[config.mk]
export PLATFORM = sky130hd
export DESIGN_NAME = rdchain_node
export DESIGN_NICKNAME = d
export VERILOG_FILES = /design/src/rtl/rdchain_pkg.sv /design/src/rtl/rdchain_seq.sv /design/src/rtl/rdchain_errflag.sv /design/src/rtl/rdchain_node.sv
export SDC_FILE = /design/constraint.sdc
export NUM_CORES = 1
export LEC_CHECK = 0
export CORE_AREA = 2 2 39 41
export DETAILED_ROUTE_END_ITERATION = 10
export DIE_AREA = 0 0 41 43
export GPL_ROUTABILITY_DRIVEN = 0
export SYNTH_ARGS = -nofsm -noshare
export SYNTH_HDL_FRONTEND = slang
export SYNTH_HIERARCHICAL = 1
export SYNTH_SLANG_ARGS = --single-unit
[constraint.sdc]
create_clock -name clk -period 1.74 [get_ports clk]
set_input_delay 0.522 -clock clk [delete_from_list [all_inputs] [get_ports clk]]
set_output_delay 0.522 -clock clk [all_outputs]
set_load 0.005 [all_outputs]
[src/rtl/rdchain_pkg.sv]
// Shared types for the readout token chain.
// Assumes: nothing beyond a two-state node controller.
package rdchain_pkg;
    typedef enum logic {
        ST_IDLE = 1'b0,
        ST_READ = 1'b1
    } rd_state_e;
endpackage

[src/rtl/rdchain_seq.sv]
// Token sequencer of one node: accepts a token, runs one readout or passes
// the token on at once when the memory is empty, and emits a registered token
// pulse one cycle after completion.
// Assumes: tok_acc is already masked by bypass; mem_empty is steady at token arrival.
module rdchain_seq
    import rdchain_pkg::*;
(
    input  logic clk,
    input  logic rst_n,
    input  logic tok_acc,
    input  logic bypass,
    input  logic mem_empty,
    input  logic ser_done,
    output logic reading,
    output logic tok_q,
    output logic dup_tok
);
    rd_state_e state_q;

    // State and token pulse register update.
    always_ff @(posedge clk) begin
        if (!rst_n) begin
            state_q <= ST_IDLE;
            tok_q   <= 1'b0;
        end else begin
            tok_q <= 1'b0;
            case (state_q)
                ST_IDLE: begin
                    if (tok_acc) begin
                        if (mem_empty) tok_q   <= 1'b1;
                        else           state_q <= ST_READ;
                    end
                end
                ST_READ: begin
                    if (bypass) begin
                        state_q <= ST_IDLE;
                    end else if (ser_done) begin
                        state_q <= ST_IDLE;
                        tok_q   <= 1'b1;
                    end
                end
                default: state_q <= ST_IDLE;
            endcase
        end
    end

    // Decoded readout phase and duplicate-token detection.
    always_comb begin
        reading = (state_q == ST_READ);
        dup_tok = reading && tok_acc;
    end

    a_r2_hold_until_done: assert property (@(posedge clk) disable iff (!rst_n)
        (reading && !ser_done && !bypass) |=> reading);
    a_r3_pass_after_done: assert property (@(posedge clk) disable iff (!rst_n)
        (reading && ser_done && !bypass) |=> (tok_q && !reading));
    a_r4_empty_pass: assert property (@(posedge clk) disable iff (!rst_n)
        (!reading && tok_acc && mem_empty) |=> (tok_q && !reading));
    a_r7_stray_done: assert property (@(posedge clk) disable iff (!rst_n)
        (!reading && ser_done && !tok_acc) |=> (!reading && !tok_q));
endmodule

[src/rtl/rdchain_errflag.sv]
// Sticky protocol error flag, set by a duplicate token, cleared only by reset.
// Assumes: dup_tok is a registered-logic decode that is valid at the clock edge.
module rdchain_errflag (
    input  logic clk,
    input  logic rst_n,
    input  logic dup_tok,
    output logic err_q
);
    // Capture and hold any duplicate-token event.
    always_ff @(posedge clk) begin
        if (!rst_n) err_q <= 1'b0;
        else        err_q <= err_q | dup_tok;
    end

    a_r6_err_set: assert property (@(posedge clk) disable iff (!rst_n)
        dup_tok |=> err_q);
    a_r6_err_sticky: assert property (@(posedge clk) disable iff (!rst_n)
        err_q |=> err_q);
endmodule

[src/rtl/rdchain_node.sv]
// Per-chip token controller for a shared-line readout chain. A bypassed node
// forwards the token combinationally; otherwise the sequencer owns the line.
// Assumes: tok_in is a one-cycle pulse; bypass_cfg changes only while idle.
module rdchain_node (
    input  logic clk,
    input  logic rst_n,
    input  logic tok_in,
    input  logic bypass_cfg,
    input  logic mem_empty,
    input  logic ser_done,
    output logic ser_req,
    output logic bus_en,
    output logic tok_out,
    output logic tok_err
);
    logic tok_acc;
    logic reading;
    logic tok_q;
    logic dup_tok;

    // Token qualification and output selection.
    always_comb begin
        tok_acc = tok_in && !bypass_cfg;
        tok_out = bypass_cfg ? tok_in : tok_q;
        bus_en  = reading;
        ser_req = reading;
    end

    rdchain_seq u_seq (
        .clk       (clk),
        .rst_n     (rst_n),
        .tok_acc   (tok_acc),
        .bypass    (bypass_cfg),
        .mem_empty (mem_empty),
        .ser_done  (ser_done),
        .reading   (reading),
        .tok_q     (tok_q),
        .dup_tok   (dup_tok)
    );

    rdchain_errflag u_err (
        .clk     (clk),
        .rst_n   (rst_n),
        .dup_tok (dup_tok),
        .err_q   (tok_err)
    );

    a_r5_bypass_quiet: assert property (@(posedge clk) disable iff (!rst_n)
        bypass_cfg |=> !bus_en);
    a_r3_no_drive_with_token: assert property (@(posedge clk) disable iff (!rst_n)
        (tok_out && !bypass_cfg) |-> !bus_en);
endmodule

==> run_results.csv <==
group,metric,value,unit
floorplanning,initial_core_util,11.2,%
timing,rsz0062_at_grt,"false",
finish,finalInstanceArea,285,um2
timing,worst_slew_pin_slew,0.209,ns
clocking,cts_tree,"done",
detailed_routing,antenna_left,0,
job,drv_cap,0,
synth,synth.cell_area,155,um2
synth,synth_top_area_cell,"dfxtp_1",
detailed_routing,vias,150,
floorplanning,core,1380,um2
critical_path,end_kind,"output pin",
synth,synth_cell_types,10,
clocking,clk_path_buf_depth,2,
pwr,p_leak,0.116,nW
placement,dp_hpwl,258,um
detailed_routing,wl_met3,42,um
clocking,clock_latency,0.23,ns
worst_hold_path,hold_path_depth,1,
timing,fin_tns_setup,0,ns
global_route,grt_pass1_vias,162,
finish,final_common_cell,"clkdlybuf4s50_1",
critical_path,crit_type,"primary input to output pin",
timing,fin_crit,1.71,ns
timing,finalSetupViolCount,0,
clocking,cts_sinks,3,
detailed_routing,first_pass_iters,1,
detailed_routing,drt-met1-wl,121,um
clocking,cts_buffers,3,
critical_path,crit_fanout,2,
pwr,ir_drop,0.155,mV
synth,yosys_warnings,6,
timing,skew,0.000786,ns
timing,max_clock_freq,585,MHz
finish,fin_cells,43,
clocking,ctsHoldBuffers,0,
floorplanning,io_pins,10,
timing,slew-limit-headroom,86.0,%
global_route,grt_pass1_wl,531,um
synth,yosys.area.top_type_share,38.7,%
pwr,p_per_area,774,nW/um2
synth,syn-instance-count,14,
placement,portBuffers,9,
timing,fin_crit_sh,98.2,%
timing,slew_violations,0,
detailed_routing,via_per_inst,3.49,
synth,ys_seq_area_share,38.7,%
clocking,cts_root_buffer,"clkbuf_4",
placement,dpl_cell_area,265,um2
critical_path,cp.required,1.22,ns
floorplanning,die_area,1760,um2
global_route,grt_max_degree,8,
detailed_routing,met2_length,202,um
worst_hold_path,hold_path_class,"register to register",
synth,synth_seq_cells,3,
synth,post_synth.cell_area_avg,11.1,um2
critical_path,crit_arrival,1.19,ns
detailed_routing,drc,0,
synth,syn-num-nets,20,
timing,hold_viol_final,0,
clocking,path_clk_slew,0.04,ns
synth,synth.area.top_cells,"dfxtp_1, nand4b_1, mux2_4",
finish,fin_nets,34,
clocking,postCtsSetupBuffers,0,
finish,layout.cells.most_common_list,"clkdlybuf4s50_1, clkbuf_4",
finish,area_growth_syn_to_layout,83.9,%
global_route,antenna_found_initial,0,
detailed_routing,wire_per_inst,8.63,um
global_route,grt-ovfl-total,0,
critical_path,crit_path_start_kind,"primary input",
floorplanning,die_w,41,um
critical_path,reg2regPathDepth,2,
placement,dp.cells,39,
run_status,status,"completed",
detailed_routing,routed_wl,371,um
floorplanning,row_count,14,
global_route,track_usage,5.22,%
finish,layout-drive-gt1-share,37.0,%
floorplanning,die_h,43,um
detailed_routing,dr.max_layer_used,"met4",
finish,diodes,0,
detailed_routing,dr.first_iter.drc_count,0,
clocking,htreeDepth,1,
-- power by group --
part	internal (mW)	total, mW	leakage [nW]	switching, mW
Combinational	0.0198	0.0286	0.0765	0.00880
Clock	0.0858	0.120	0.0150	0.0337
Sequential	0.0712	0.0726	0.0248	0.00134
Total	0.177	0.221	0.116	0.0439
-- routing by layer --
metal | track usage [%] | vias to the layer above
met5 | 0 | -
met4 | 8.00 | 0
met3 | 3.14 | 2
met2 | 7.19 | 6
met1 | 3.54 | 67
li1 | - | 75
-- synthesized netlist by cell type --
cell      instances
dfxtp_1           3
nand4b_1          2
o21a_1            2
and2_2            1
and2b_2           1
buf_4             1
mux2_4            1
nand2_1           1
nor3b_1           1
nor3b_2           1
-- worst paths after layout --
path,start,end,slack (ns)
min reg2reg,u_err/err_q,u_err/err_q,0.45
min,u_err/err_q,u_err/err_q,0.45
max,bypass_cfg,tok_out,0.03
max reg2reg,u_seq/reading,u_err/err_q,0.94
-- critical path: stages --
cell and delay [ns]:
dlygate4sd2_1 0.25, mux2_4 0.29, buf_2 0.12
-- through the flow --
stage / util (%) / worst slack, ns / hold WS, ns / total power [mW]
after global routing: 20.6 / 0.00227 / 0.488 / 0.239
after detailed placement: 19.2 / -0.536 / 0.449 / 0.105
after global placement: 19.2 / -0.543 / 0.442 / 0.105
final: 20.6 / 0.0320 / 0.451 / 0.221
after CTS: 20.5 / 0.0294 / 0.460 / 0.230
after floorplan: - / 0.416 / 0.451 / 0.0827
-- logic make-up after synthesis --
family,count (synthesis),share of synthesized area (%)
AO/OA/AOI/OAI,2,9.67
buffers and inverters,1,4.84
flip-flops,3,38.7
multiplexers,1,9.67
AND/OR/NAND/NOR,7,37.1
-- registers in the layout, indices dropped and copies added (netlist names) --
| name | count |
|---|---|
| u_err/err_q | 1 |
| u_seq/reading | 1 |
| u_seq/tok_q | 1 |
-- area by class of cell --
class	count	area [um2]
Fill cell	170	1100
Timing Repair Buffer	10	90.1
Multi-Input combinational cell	10	87.6
Sequential cell	3	61.3
Clock buffer	4	26.3
Tap cell	16	20.0
-- repair_timing --
| item | CTS | global route |
|---|---|---|
| endpoints found under the setup margin | 1 | 2 |
| cloned | 0 | 0 |
| resized for setup | 6 | 1 |
Power figures use the tool's default switching activity.
